$ cat src/rtl/sadc_pkg.sv
package sadc_pkg;

  typedef enum logic [1:0] {
    RISE_KEEP,
    RISE_SLEEP,
    RISE_STAY_ON
  } rise_cls_e;

  // Bit presented at frame position pos: lead zeros, then word MSB first.
  function automatic logic frame_bit(input int unsigned pos,
                                     input int unsigned lead,
                                     input int unsigned dw,
                                     input logic [31:0] word);
    logic [31:0] sh;
    if (pos < lead || pos >= lead + dw) return 1'b0;
    sh = word >> (dw - 1 - (pos - lead));
    return sh[0];
  endfunction

  // Effect of a select rise given the falling edges seen so far.
  function automatic rise_cls_e classify_rise(input int unsigned falls,
                                              input int unsigned sleep_from,
                                              input int unsigned wake_at);
    if (falls < sleep_from) return RISE_KEEP;
    if (falls < wake_at) return RISE_SLEEP;
    return RISE_STAY_ON;
  endfunction

endpackage

$ cat src/rtl/sadc_edge.sv
module sadc_edge #(
  parameter logic RST_VAL = 1'b0
) (
  input  logic clk,
  input  logic rst_n,
  input  logic din,
  output logic rise,
  output logic fall
);
  logic prev_q;

  always_ff @(posedge clk or negedge rst_n) begin
    if (!rst_n) prev_q <= RST_VAL;
    else        prev_q <= din;
  end

  assign rise = din & ~prev_q;
  assign fall = ~din & prev_q;
endmodule

$ cat src/rtl/sadc_frame_seq.sv
module sadc_frame_seq
  import sadc_pkg::*;
#(
  parameter int DATA_W    = 12,
  parameter int LEAD_BITS = 4,
  localparam int FRAME_EDGES = LEAD_BITS + DATA_W,
  localparam int HOLD_RISE   = DATA_W + 1,
  localparam int CNT_W       = $clog2(FRAME_EDGES + 1)
) (
  input  logic              clk,
  input  logic              rst_n,
  input  logic              cs_fall,
  input  logic              cs_rise,
  input  logic              sclk_rise,
  input  logic              sclk_fall,
  input  logic [DATA_W-1:0] conv_word,
  output logic              sdata,
  output logic              sdata_oe,
  output logic              hold,
  output logic              in_frame,
  output logic [CNT_W-1:0]  fall_cnt,
  output logic              fall_taken,
  output logic              frame_done
);
  localparam logic [CNT_W-1:0] LAST_FALL = CNT_W'(FRAME_EDGES - 1);
  localparam logic [CNT_W-1:0] LAST_RISE = CNT_W'(HOLD_RISE - 1);

  logic [DATA_W-1:0] word_q;
  logic [CNT_W-1:0]  rise_cnt;
  logic [CNT_W-1:0]  nxt_pos;
  logic              rise_taken;

  assign fall_taken = in_frame & sclk_fall & ~cs_rise & ~cs_fall;
  assign rise_taken = in_frame & sclk_rise & hold & ~cs_rise & ~cs_fall;
  assign frame_done = fall_taken & (fall_cnt == LAST_FALL);
  assign nxt_pos    = fall_cnt + 1'b1;

  always_ff @(posedge clk or negedge rst_n) begin
    if (!rst_n) begin
      in_frame <= 1'b0;
      fall_cnt <= '0;
      rise_cnt <= '0;
      word_q   <= '0;
      sdata    <= 1'b0;
      sdata_oe <= 1'b0;
      hold     <= 1'b0;
    end else if (cs_fall) begin
      in_frame <= 1'b1;
      fall_cnt <= '0;
      rise_cnt <= '0;
      word_q   <= conv_word;
      sdata    <= frame_bit(0, LEAD_BITS, DATA_W, 32'(conv_word));
      sdata_oe <= 1'b1;
      hold     <= 1'b1;
    end else if (cs_rise) begin
      in_frame <= 1'b0;
      sdata    <= 1'b0;
      sdata_oe <= 1'b0;
      hold     <= 1'b0;
    end else begin
      if (rise_taken) begin
        rise_cnt <= rise_cnt + 1'b1;
        if (rise_cnt == LAST_RISE) hold <= 1'b0;
      end
      if (fall_taken) begin
        fall_cnt <= nxt_pos;
        if (frame_done) begin
          in_frame <= 1'b0;
          sdata    <= 1'b0;
          sdata_oe <= 1'b0;
        end else begin
          sdata <= frame_bit(32'(nxt_pos), LEAD_BITS, DATA_W, 32'(word_q));
        end
      end
    end
  end

  p_oe_opens_on_select_r2: assert property (@(posedge clk) disable iff (!rst_n)
    $rose(sdata_oe) |-> $past(cs_fall));
  p_hold_opens_on_select_r2: assert property (@(posedge clk) disable iff (!rst_n)
    $rose(hold) |-> $past(cs_fall));
  p_idle_data_low_r3: assert property (@(posedge clk) disable iff (!rst_n)
    !sdata_oe |-> !sdata);
  p_data_moves_on_fall_r3: assert property (@(posedge clk) disable iff (!rst_n)
    (sdata_oe && $past(sdata_oe) && !$past(sclk_fall) && !$past(cs_fall)) |-> $stable(sdata));
  p_select_rise_closes_r6: assert property (@(posedge clk) disable iff (!rst_n)
    cs_rise |=> (!sdata_oe && !hold));
  p_count_bound_r11: assert property (@(posedge clk) disable iff (!rst_n)
    fall_cnt <= CNT_W'(FRAME_EDGES));
endmodule

$ cat src/rtl/sadc_power_ctl.sv
module sadc_power_ctl
  import sadc_pkg::*;
#(
  parameter int CNT_W      = 5,
  parameter int SLEEP_FROM = 2,
  parameter int WAKE_AT    = 10
) (
  input  logic             clk,
  input  logic             rst_n,
  input  logic             cs_fall,
  input  logic             cs_rise,
  input  logic             in_frame,
  input  logic [CNT_W-1:0] fall_cnt,
  input  logic             fall_taken,
  input  logic             frame_done,
  output logic             powered,
  output logic             result_valid
);
  localparam logic [CNT_W-1:0] WAKE_IDX = CNT_W'(WAKE_AT - 1);

  logic      started_on;
  logic      wake_edge;
  rise_cls_e rise_cls;

  assign wake_edge = fall_taken & (fall_cnt == WAKE_IDX);
  assign rise_cls  = classify_rise(32'(fall_cnt), SLEEP_FROM, WAKE_AT);

  always_ff @(posedge clk or negedge rst_n) begin
    if (!rst_n) begin
      powered      <= 1'b0;
      result_valid <= 1'b0;
      started_on   <= 1'b0;
    end else begin
      if (cs_fall) started_on <= powered;
      if (cs_rise && in_frame && rise_cls == RISE_SLEEP) begin
        powered      <= 1'b0;
        result_valid <= 1'b0;
      end else begin
        if (wake_edge)  powered      <= 1'b1;
        if (frame_done) result_valid <= started_on;
      end
    end
  end

  p_sleep_only_on_rise_r8: assert property (@(posedge clk) disable iff (!rst_n)
    $fell(powered) |-> $past(cs_rise));
  p_sleep_clears_valid_r8: assert property (@(posedge clk) disable iff (!rst_n)
    $fell(powered) |-> !result_valid);
  p_valid_needs_full_frame_r10: assert property (@(posedge clk) disable iff (!rst_n)
    $rose(result_valid) |-> ($past(frame_done) && $past(powered)));
  p_wake_only_on_edge_r9: assert property (@(posedge clk) disable iff (!rst_n)
    $rose(powered) |-> $past(fall_taken));
endmodule

$ cat src/rtl/sadc_ctrl.sv
module sadc_ctrl #(
  parameter int DATA_W     = 12,
  parameter int LEAD_BITS  = 4,
  parameter int SLEEP_FROM = 2,
  parameter int WAKE_AT    = 10
) (
  input  logic              clk,
  input  logic              rst_n,
  input  logic              cs_n,
  input  logic              sclk,
  input  logic [DATA_W-1:0] conv_word,
  output logic              sdata,
  output logic              sdata_oe,
  output logic              hold,
  output logic              powered,
  output logic              result_valid
);
  localparam int FRAME_EDGES = LEAD_BITS + DATA_W;
  localparam int CNT_W       = $clog2(FRAME_EDGES + 1);

  logic             cs_rise, cs_fall, sclk_rise, sclk_fall;
  logic             in_frame, fall_taken, frame_done;
  logic [CNT_W-1:0] fall_cnt;

  sadc_edge #(.RST_VAL(1'b1)) u_cs_edge (
    .clk(clk), .rst_n(rst_n), .din(cs_n), .rise(cs_rise), .fall(cs_fall));

  sadc_edge #(.RST_VAL(1'b0)) u_sclk_edge (
    .clk(clk), .rst_n(rst_n), .din(sclk), .rise(sclk_rise), .fall(sclk_fall));

  sadc_frame_seq #(.DATA_W(DATA_W), .LEAD_BITS(LEAD_BITS)) u_seq (
    .clk(clk), .rst_n(rst_n), .cs_fall(cs_fall), .cs_rise(cs_rise),
    .sclk_rise(sclk_rise), .sclk_fall(sclk_fall), .conv_word(conv_word),
    .sdata(sdata), .sdata_oe(sdata_oe), .hold(hold), .in_frame(in_frame),
    .fall_cnt(fall_cnt), .fall_taken(fall_taken), .frame_done(frame_done));

  sadc_power_ctl #(.CNT_W(CNT_W), .SLEEP_FROM(SLEEP_FROM), .WAKE_AT(WAKE_AT)) u_pwr (
    .clk(clk), .rst_n(rst_n), .cs_fall(cs_fall), .cs_rise(cs_rise),
    .in_frame(in_frame), .fall_cnt(fall_cnt), .fall_taken(fall_taken),
    .frame_done(frame_done), .powered(powered), .result_valid(result_valid));
endmodule

$ cat config.mk
export PLATFORM = sky130hd
export DESIGN_NAME = sadc_ctrl
export DESIGN_NICKNAME = d
export VERILOG_FILES = /design/src/rtl/sadc_pkg.sv /design/src/rtl/sadc_edge.sv /design/src/rtl/sadc_frame_seq.sv /design/src/rtl/sadc_power_ctl.sv /design/src/rtl/sadc_ctrl.sv
export SDC_FILE = /design/constraint.sdc
export NUM_CORES = 1
export LEC_CHECK = 0
export ABC_CLOCK_PERIOD_IN_PS = 6500
export BUFFER_PORTS_ARGS = -buffer_cell sky130_fd_sc_hd__buf_2
export CAP_MARGIN = 30
export CORE_MARGIN = 2
export CORE_UTILIZATION = 24
export DETAILED_ROUTE_END_ITERATION = 10
export PLACE_DENSITY_LB_ADDON = 0.25
export SYNTH_ARGS = -nofsm -noshare
export SYNTH_HDL_FRONTEND = slang
export SYNTH_HIERARCHICAL = 1
export SYNTH_SLANG_ARGS = --single-unit
$ cat constraint.sdc
create_clock -name clk -period 6.5 [get_ports clk]
set_input_delay 0.65 -clock clk [delete_from_list [all_inputs] [get_ports clk]]
set_output_delay 0.65 -clock clk [all_outputs]
set_load 0.03 [all_outputs]
==> impl_metrics.csv, run 1 <==
group,metric,value,unit
global_route,antenna_violations_before_repair,0,
place,buffers_on_ports,20,
synth,flip_flop_and_latch_count_after_synthesis,30,
global_route,gr_ovfl_total,0,
routing,drc_errors,0,
min_path,hold_path_class,"in2async",
clock_network,htree_levels,2,
synth,yosysSeqAreaShare,48.5,%
timing,final.setup.tns,0,ns
clock_network,clock_tree.buffer_depth,2,
critical_path,critical_path_class,"reg2reg",
power_and_ir_drop,vdd.ir_drop.worst,0.125,mV
synth,mappedNetlistArea,0.00155,mm2
floorplanning,io_pins,21,
clock_network,clk_pin_slew,0.06,ns
finish,layout.nets,174,
power_and_ir_drop,report.power.total,0.418,mW
timing,finalHoldWorstSlack,0.408,ns
finish,final_layout_size_suffix_gt1_share,32.7,%
timing,final_setup_skew,0.00729,ns
timing,rsz0062_at_grt,"no",
clock_network,cts.repair.resized,0,
critical_path,crit_fanout,11,
run_status,status,"finished clean",
timing,transition_time_at_the_pin_with_the_least_slew_margin,0.682,ns
synth,postSynthCellCount,133,
synth,ys.flop_type,"dfrtp_1",
floorplanning,die_area,0.00712,mm2
timing,worst_slew_margin_rel,54.5,%
routing,routed-via-count,1041,
synth,synth_nets,154,
floorplanning,start_util,24.6,%
timing,final_hold_viol_count,0,
global_route,first_global_vias,1111,
run,cap_viol_max_count,0,
critical_path,critical_path_source_type,"flip-flop",
routing,drt_iter0_markers,43,
floorplanning,die_height,84.4,um
critical_path,critPathCaptureType,"flip-flop",
critical_path,timing.critical_path.arrival,2.53,ns
clock_network,cts-root-buf,"clkbuf_8",
finish,commonest_non_fill_non_tap_cell_in_the_layout,"dfrtp_1",
routing,wire_per_inst,13.3,um
synth,synth.yosys.warnings,6,
floorplanning,core-area,0.00631,mm2
finish,n_antenna_cell,0,
synth,yosys.cell_types.count,38,
routing,drt_pass1_iterations,4,
place,gp_routability_congestion,0.757,
routing,totalWireLength,3060,um
finish,layout_area_overhead,14.8,%
clock_network,cts-buffers-inserted,5,
floorplanning,core.rowCount,29,
global_route,grt_max_degree,31,
finish,final_util,28.2,%
clock_network,cts_setup_buffers,0,
timing,final_max_slew_viol_count,0,
clock_network,postCtsHoldBufs,0,
routing,antenna_violating_nets_post_route,0,
clock_network,insertion_delay,0.28,ns
power_and_ir_drop,total_leakage_power,0.798,nW
floorplanning,die_w,84.4,um
global_route,grt.total_usage,9.38,%
clock_network,clock_sink_count,30,
finish,nFillCells,699,
synth,largest_cells_by_area_after_synthesis,"dfrtp_1, mux2_2, mux4_1",
timing,fin_crit,2.32,ns
power_and_ir_drop,power.density_cell_area,235,mW/mm2
synth,async_reset_ff_share,100,%
finish,finish.instance_area,0.00178,mm2
critical_path,data_required_time_at_the_worst_endpoint,6.70,ns
timing,final_min_period_over_clock_period,35.8,%
timing,finalSetupViolations,0,
finish,layout_common_cells,"dfrtp_1, buf_2, nor2_1",
place,placement.cell_area,0.00170,mm2
timing,max_clock_freq,430,MHz
routing,viasPerCell,4.53,
synth,netlist.top_cell.by_area,"dfrtp_1",
clock_network,tritoncts_clock_tree,"done",
synth,synth-edff-count,0,
global_route,grt_first_pass_wirelength,5310,um
synth,synth_top_area_share,46.8,%
synth,avgSynthCellArea,11.7,um2
place,place_hpwl,2080,um
## through the flow
step	cells	setup slack, ns
2_1_floorplan	133	4.45
3_3_place_gp	223	4.23
4_1_cts	230	4.15
5_1_grt	230	4.01
3_5_place_dp	223	4.18
6_report	230	4.18
## sequential cells by signal, indices dropped and copies added, names as in the netlist
signal / flops
u_seq/in_frame: 1
u_pwr/result_valid: 1
u_seq/hold: 1
u_seq/fall_cnt: 5
u_sclk_edge/prev_q: 1
u_pwr/started_on: 1
u_seq/sdata: 1
u_pwr/powered: 1
u_seq/word_q: 12
u_cs_edge/prev_q: 1
u_seq/rise_cnt: 5
## cell type report
cell class                      instances  area (um2)  area share, %
Inverter                                4        15.0          0.843
Multi-Input combinational cell         92         738           41.5
Clock buffer                            5        68.8           3.87
Timing Repair Buffer                   20         100           5.62
Clock inverter                          2        10.0          0.562
Tap cell                               77        96.3           5.41
Sequential cell                        30         752           42.2
## Yosys cell counts, drive strengths merged, types with 4 or more instances
cell	instances
o21ai	4
nor2	15
mux2	13
buf	5
nand2	5
xor2	5
a21oi	7
inv	4
nand4	5
ha	5
dfrtp	29
## critical path: stages, from the launching register on
cell and delay [ns]:
dfrtp_1 0.59, ha_1 0.32, and3_1 0.18, ha_1 0.25
ha_1 0.20, nor2_1 0.08, nand4_1 0.09, or4_1 0.41
o21ai_1 0.13
## path summary, 6_finish.rpt
path                                   start                  to  slack (ns)  cells past startpoint
max                        u_seq/fall_cnt[0]         u_seq/sdata        4.18                      8
min                                    rst_n  u_sclk_edge/prev_q        0.41                      1
max reg2reg                u_seq/fall_cnt[0]         u_seq/sdata        4.18                      8
min reg2reg                      u_seq/sdata         u_seq/sdata        0.49                      2
max in group asynchronous              rst_n   u_seq/rise_cnt[3]        5.65                      1
min in group clk                 u_seq/sdata         u_seq/sdata        0.49                      2
## power breakdown
group          total, mW  leakage [nW]  switching (mW)  internal [mW]
combinational     0.0612         0.375          0.0278         0.0334
clock              0.138        0.0438          0.0665         0.0716
sequential         0.219         0.380          0.0158          0.203
## layer usage
layer	part of all wire [%]	vias to the layer above	GRT usage [%]
met4	0.36	0	3.03
met5	0	-	0
met3	5.3	2	3.83
met2	40	22	12.6
li1	-	516	-
met1	55	501	13.6
## kinds of logic after synthesis
kind of cell,count (synthesis),share of synthesized area (%)
AOI/OAI and AO/OA,17,6.77
buffers and inverters,11,3.95
DFF,30,48.5
xor gates and xnor gates,6,3.39
muxes,18,15.8
adders and majority gates,5,4.03
and+or+nand+nor,46,17.6
No activity file was read; power rests on OpenSTA's default activity.
==> inputs of run 2 (changes only) <==
--- a/config.mk
+++ b/config.mk
@@ -5,7 +5,8 @@
 export SDC_FILE = /design/constraint.sdc
 export NUM_CORES = 1
 export LEC_CHECK = 0
-export ABC_CLOCK_PERIOD_IN_PS = 6500
+export ABC_AREA = 1
+export ABC_CLOCK_PERIOD_IN_PS = 1900
 export BUFFER_PORTS_ARGS = -buffer_cell sky130_fd_sc_hd__buf_2
 export CAP_MARGIN = 30
 export CORE_MARGIN = 2
==> constraint.sdc (replaced) <==
create_clock -name clk -period 1.9 [get_ports clk]
set_input_delay 0.19 -clock clk [delete_from_list [all_inputs] [get_ports clk]]
set_output_delay 0.19 -clock clk [all_outputs]
set_load 0.03 [all_outputs]
==> impl_metrics.csv, run 2 <==
group,metric,value,unit
global_route,gr_ovfl_total,0,
floorplanning,die_area,0.00737,mm2
synth,netlist.top_cell.by_area,"dfrtp_1",
synth,synth.yosys.warnings,6,
timing,worst_slew_margin_rel,53.8,%
floorplanning,core-area,0.00642,mm2
critical_path,crit_fanout,3,
floorplanning,start_util,25.0,%
finish,final_util,29.9,%
critical_path,critical_path_class,"reg2reg",
place,place_hpwl,2380,um
synth,synth_nets,232,
floorplanning,die_w,85.9,um
place,gp_routability_congestion,0.840,
timing,fin_crit,1.80,ns
timing,rsz0062_at_grt,"yes",
critical_path,number_of_buffer_and_inverter_instances_along_the_worst_setup_path,1,
critical_path,critical_path_source_type,"flip-flop",
routing,antenna_violating_nets_post_route,0,
clock_network,cts-root-buf,"clkbuf_8",
global_route,antenna_violations_before_repair,0,
timing,final_max_slew_viol_count,0,
place,buffers_on_ports,20,
timing,postLayoutSetupSlackWorst,0.0980,ns
synth,async_reset_ff_share,100,%
critical_path,timing.critical_path.max_delay_family,"adder cells",
finish,layout_area_overhead,19.4,%
synth,ys.flop_type,"dfrtp_1",
finish,finish.instance_area,0.00192,mm2
synth,avgSynthCellArea,7.62,um2
global_route,first_global_vias,1371,
finish,largest-register,"u_seq/word_q",
synth,synth.top_cells.by_count,"nand2_1, dfrtp_1, inv_1",
synth,most_used_standard_cell_by_instance_count_after_synthesis,"nand2_1",
synth,synth_top_area_share,45.1,%
timing,max_clock_freq,555,MHz
critical_path,cp_cell_sequence,"ha_2, nand2_2, nor2_2, ha_1, ha_1, nand2_1, nor2_1, nand2_1, inv_1, nand2_1, nor2_1, nand2_1, nand2_1",
run_status,status,"finished clean",
place,placement.cell_area,0.00180,mm2
synth,yosys.cell_types.count,24,
routing,viasPerCell,4.22,
finish,final_layout_size_suffix_gt1_share,22.0,%
critical_path,timing.critical_path.arrival,2.03,ns
power_and_ir_drop,power.density_cell_area,837,mW/mm2
timing,final_setup_skew,0.00501,ns
timing,finalHoldWorstSlack,0.0213,ns
timing,finalSetupViolations,0,
routing,drt_pass1_iterations,6,
floorplanning,core.rowCount,29,
routing,routed-via-count,1342,
critical_path,data_required_time_at_the_worst_endpoint,2.13,ns
global_route,grt_max_degree,31,
finish,largest_registers,"u_seq/word_q: 12 flops, u_seq/fall_cnt: 5 flops, u_seq/rise_cnt: 5 flops",
critical_path,maximum_cell_stage_delay_along_the_critical_path,0.39,ns
synth,mappedNetlistArea,0.00161,mm2
global_route,grt.total_usage,10.2,%
clock_network,insertion_delay,0.28,ns
clock_network,tritoncts_clock_tree,"done",
clock_network,clock_sink_count,30,
place,preCtsSetupSlack,0.0904,ns
critical_path,critical_path.slowest_cell,"dfrtp_1",
timing,final_hold_viol_count,0,
finish,layout.nets,261,
routing,drc_errors,0,
floorplanning,die_height,85.9,um
global_route,grt_first_pass_wirelength,5930,um
clock_network,clk_pin_slew,0.06,ns
power_and_ir_drop,report.power.total,1.61,mW
synth,yosysSeqAreaShare,46.8,%
synth,postSynthCellCount,211,
finish,n_antenna_cell,0,
synth,flip_flop_and_latch_count_after_synthesis,30,
synth,largest_cells_by_area_after_synthesis,"dfrtp_1, nand2_1, inv_1",
routing,totalWireLength,3320,um
clock_network,clock_tree.buffer_depth,2,
clock_network,htree_levels,2,
finish,number_of_flip_flops_under_the_largest_register_name,12,
critical_path,critical_path.most_common_cell,"nand2_1",
floorplanning,io_pins,21,
timing,transition_time_at_the_pin_with_the_least_slew_margin,0.693,ns
synth,synth-edff-count,0,
routing,drt_iter0_markers,65,
timing,final_min_period_over_clock_period,94.8,%
clock_network,cts-buffers-inserted,5,
min_path,hold_path_class,"in2reg",
power_and_ir_drop,vdd.ir_drop.worst,0.240,mV
run,cap_viol_max_count,0,
critical_path,critPathCaptureType,"flip-flop",
finish,commonest_non_fill_non_tap_cell_in_the_layout,"nand2_1",
finish,layout_common_cells,"nand2_1, inv_1, dfrtp_1",
power_and_ir_drop,total_leakage_power,0.988,nW
routing,wire_per_inst,10.4,um
run 2: changes by cell type after synthesis, sizes merged, moves of 4 or more:
cell and delta:
nand3 +12, nand2 +72, inv +27, a21oi -4, nor2 +9, o21ai +8, mux2 -13, xor2 -5
run 2: layer usage:
layer | global-route usage, % | routed length, um | up-vias
met5 | 0 | 0 | -
met3 | 3.56 | 125 | 6
met1 | 12.9 | 1680 | 609
met4 | 4.33 | 57 | 0
li1 | - | - | 706
met2 | 15.8 | 1450 | 21
run 2: worst register-to-register path, stage by stage (launching register included):
cell and delay, ns:
dfrtp_1 0.39, ha_2 0.20, nand2_2 0.07, nor2_2 0.04, ha_1 0.32, ha_1 0.29, nand2_1 0.04, nor2_1 0.09
nand2_1 0.05, inv_1 0.04, nand2_1 0.04, nor2_1 0.09, nand2_1 0.05, nand2_1 0.05
run 2: path summary, 6_finish.rpt:
path | slack (ns) | to | startpoint | cells past startpoint
setup reg to reg | 0.1 | u_seq/sdata | u_seq/fall_cnt[1] | 13
hold reg to reg | 0.47 | u_seq/word_q[3] | u_seq/word_q[3] | 2
min in group asynchronous | 0.48 | u_pwr/result_valid | rst_n | 2
max in group asynchronous | 0.96 | u_seq/word_q[9] | rst_n | 2
setup / recovery | 0.1 | u_seq/sdata | u_seq/fall_cnt[1] | 13
hold / removal | 0.02 | u_cs_edge/prev_q | cs_n | 1
run 2: cell type report:
type,count,area [um2]
inverter,32,120
sequential,30,752
clock buffer,8,90.1
timing repair buffer,27,155
multi-input combinational,144,706
fill,713,4500
tap,77,96.3
run 2: logic make-up (layout without fill, tap and decap cells):
logic type               count (synthesis)  in the layout  share of synthesized area (%)
AND/OR/NAND/NOR                        121            121                           33.5
buffers and inverters                   37             67                           9.96
flip-flops                              30             30                           46.8
AO/OA/AOI/OAI                           18             18                           5.91
adder cells (fa/ha/maj)                  5              5                           3.89
run 2: through the flow:
stage / TNS (ns) / instances
4_1_cts: 0 / 317
3_3_place_gp: 0 / 308
2_1_floorplan: 0 / 211
5_1_grt: -0.0738 / 318
3_5_place_dp: 0 / 308
6_report: 0 / 318
run 2: timing repair:
| action | 4_1_cts | 5_1_grt |
|---|---|---|
| endpoints found under the setup margin | 0 | 1 |
| hold buffers | 1 | 0 |
| setup buffers | 0 | 1 |
| gates resized for setup | 0 | 4 |
| hold endpoints to repair | 29 | 0 |
run 2: report_power, final:
group	total [mW]	internal, mW	switching (mW)
combinational	0.321	0.110	0.211
sequential	0.750	0.711	0.0389
clock	0.535	0.295	0.240
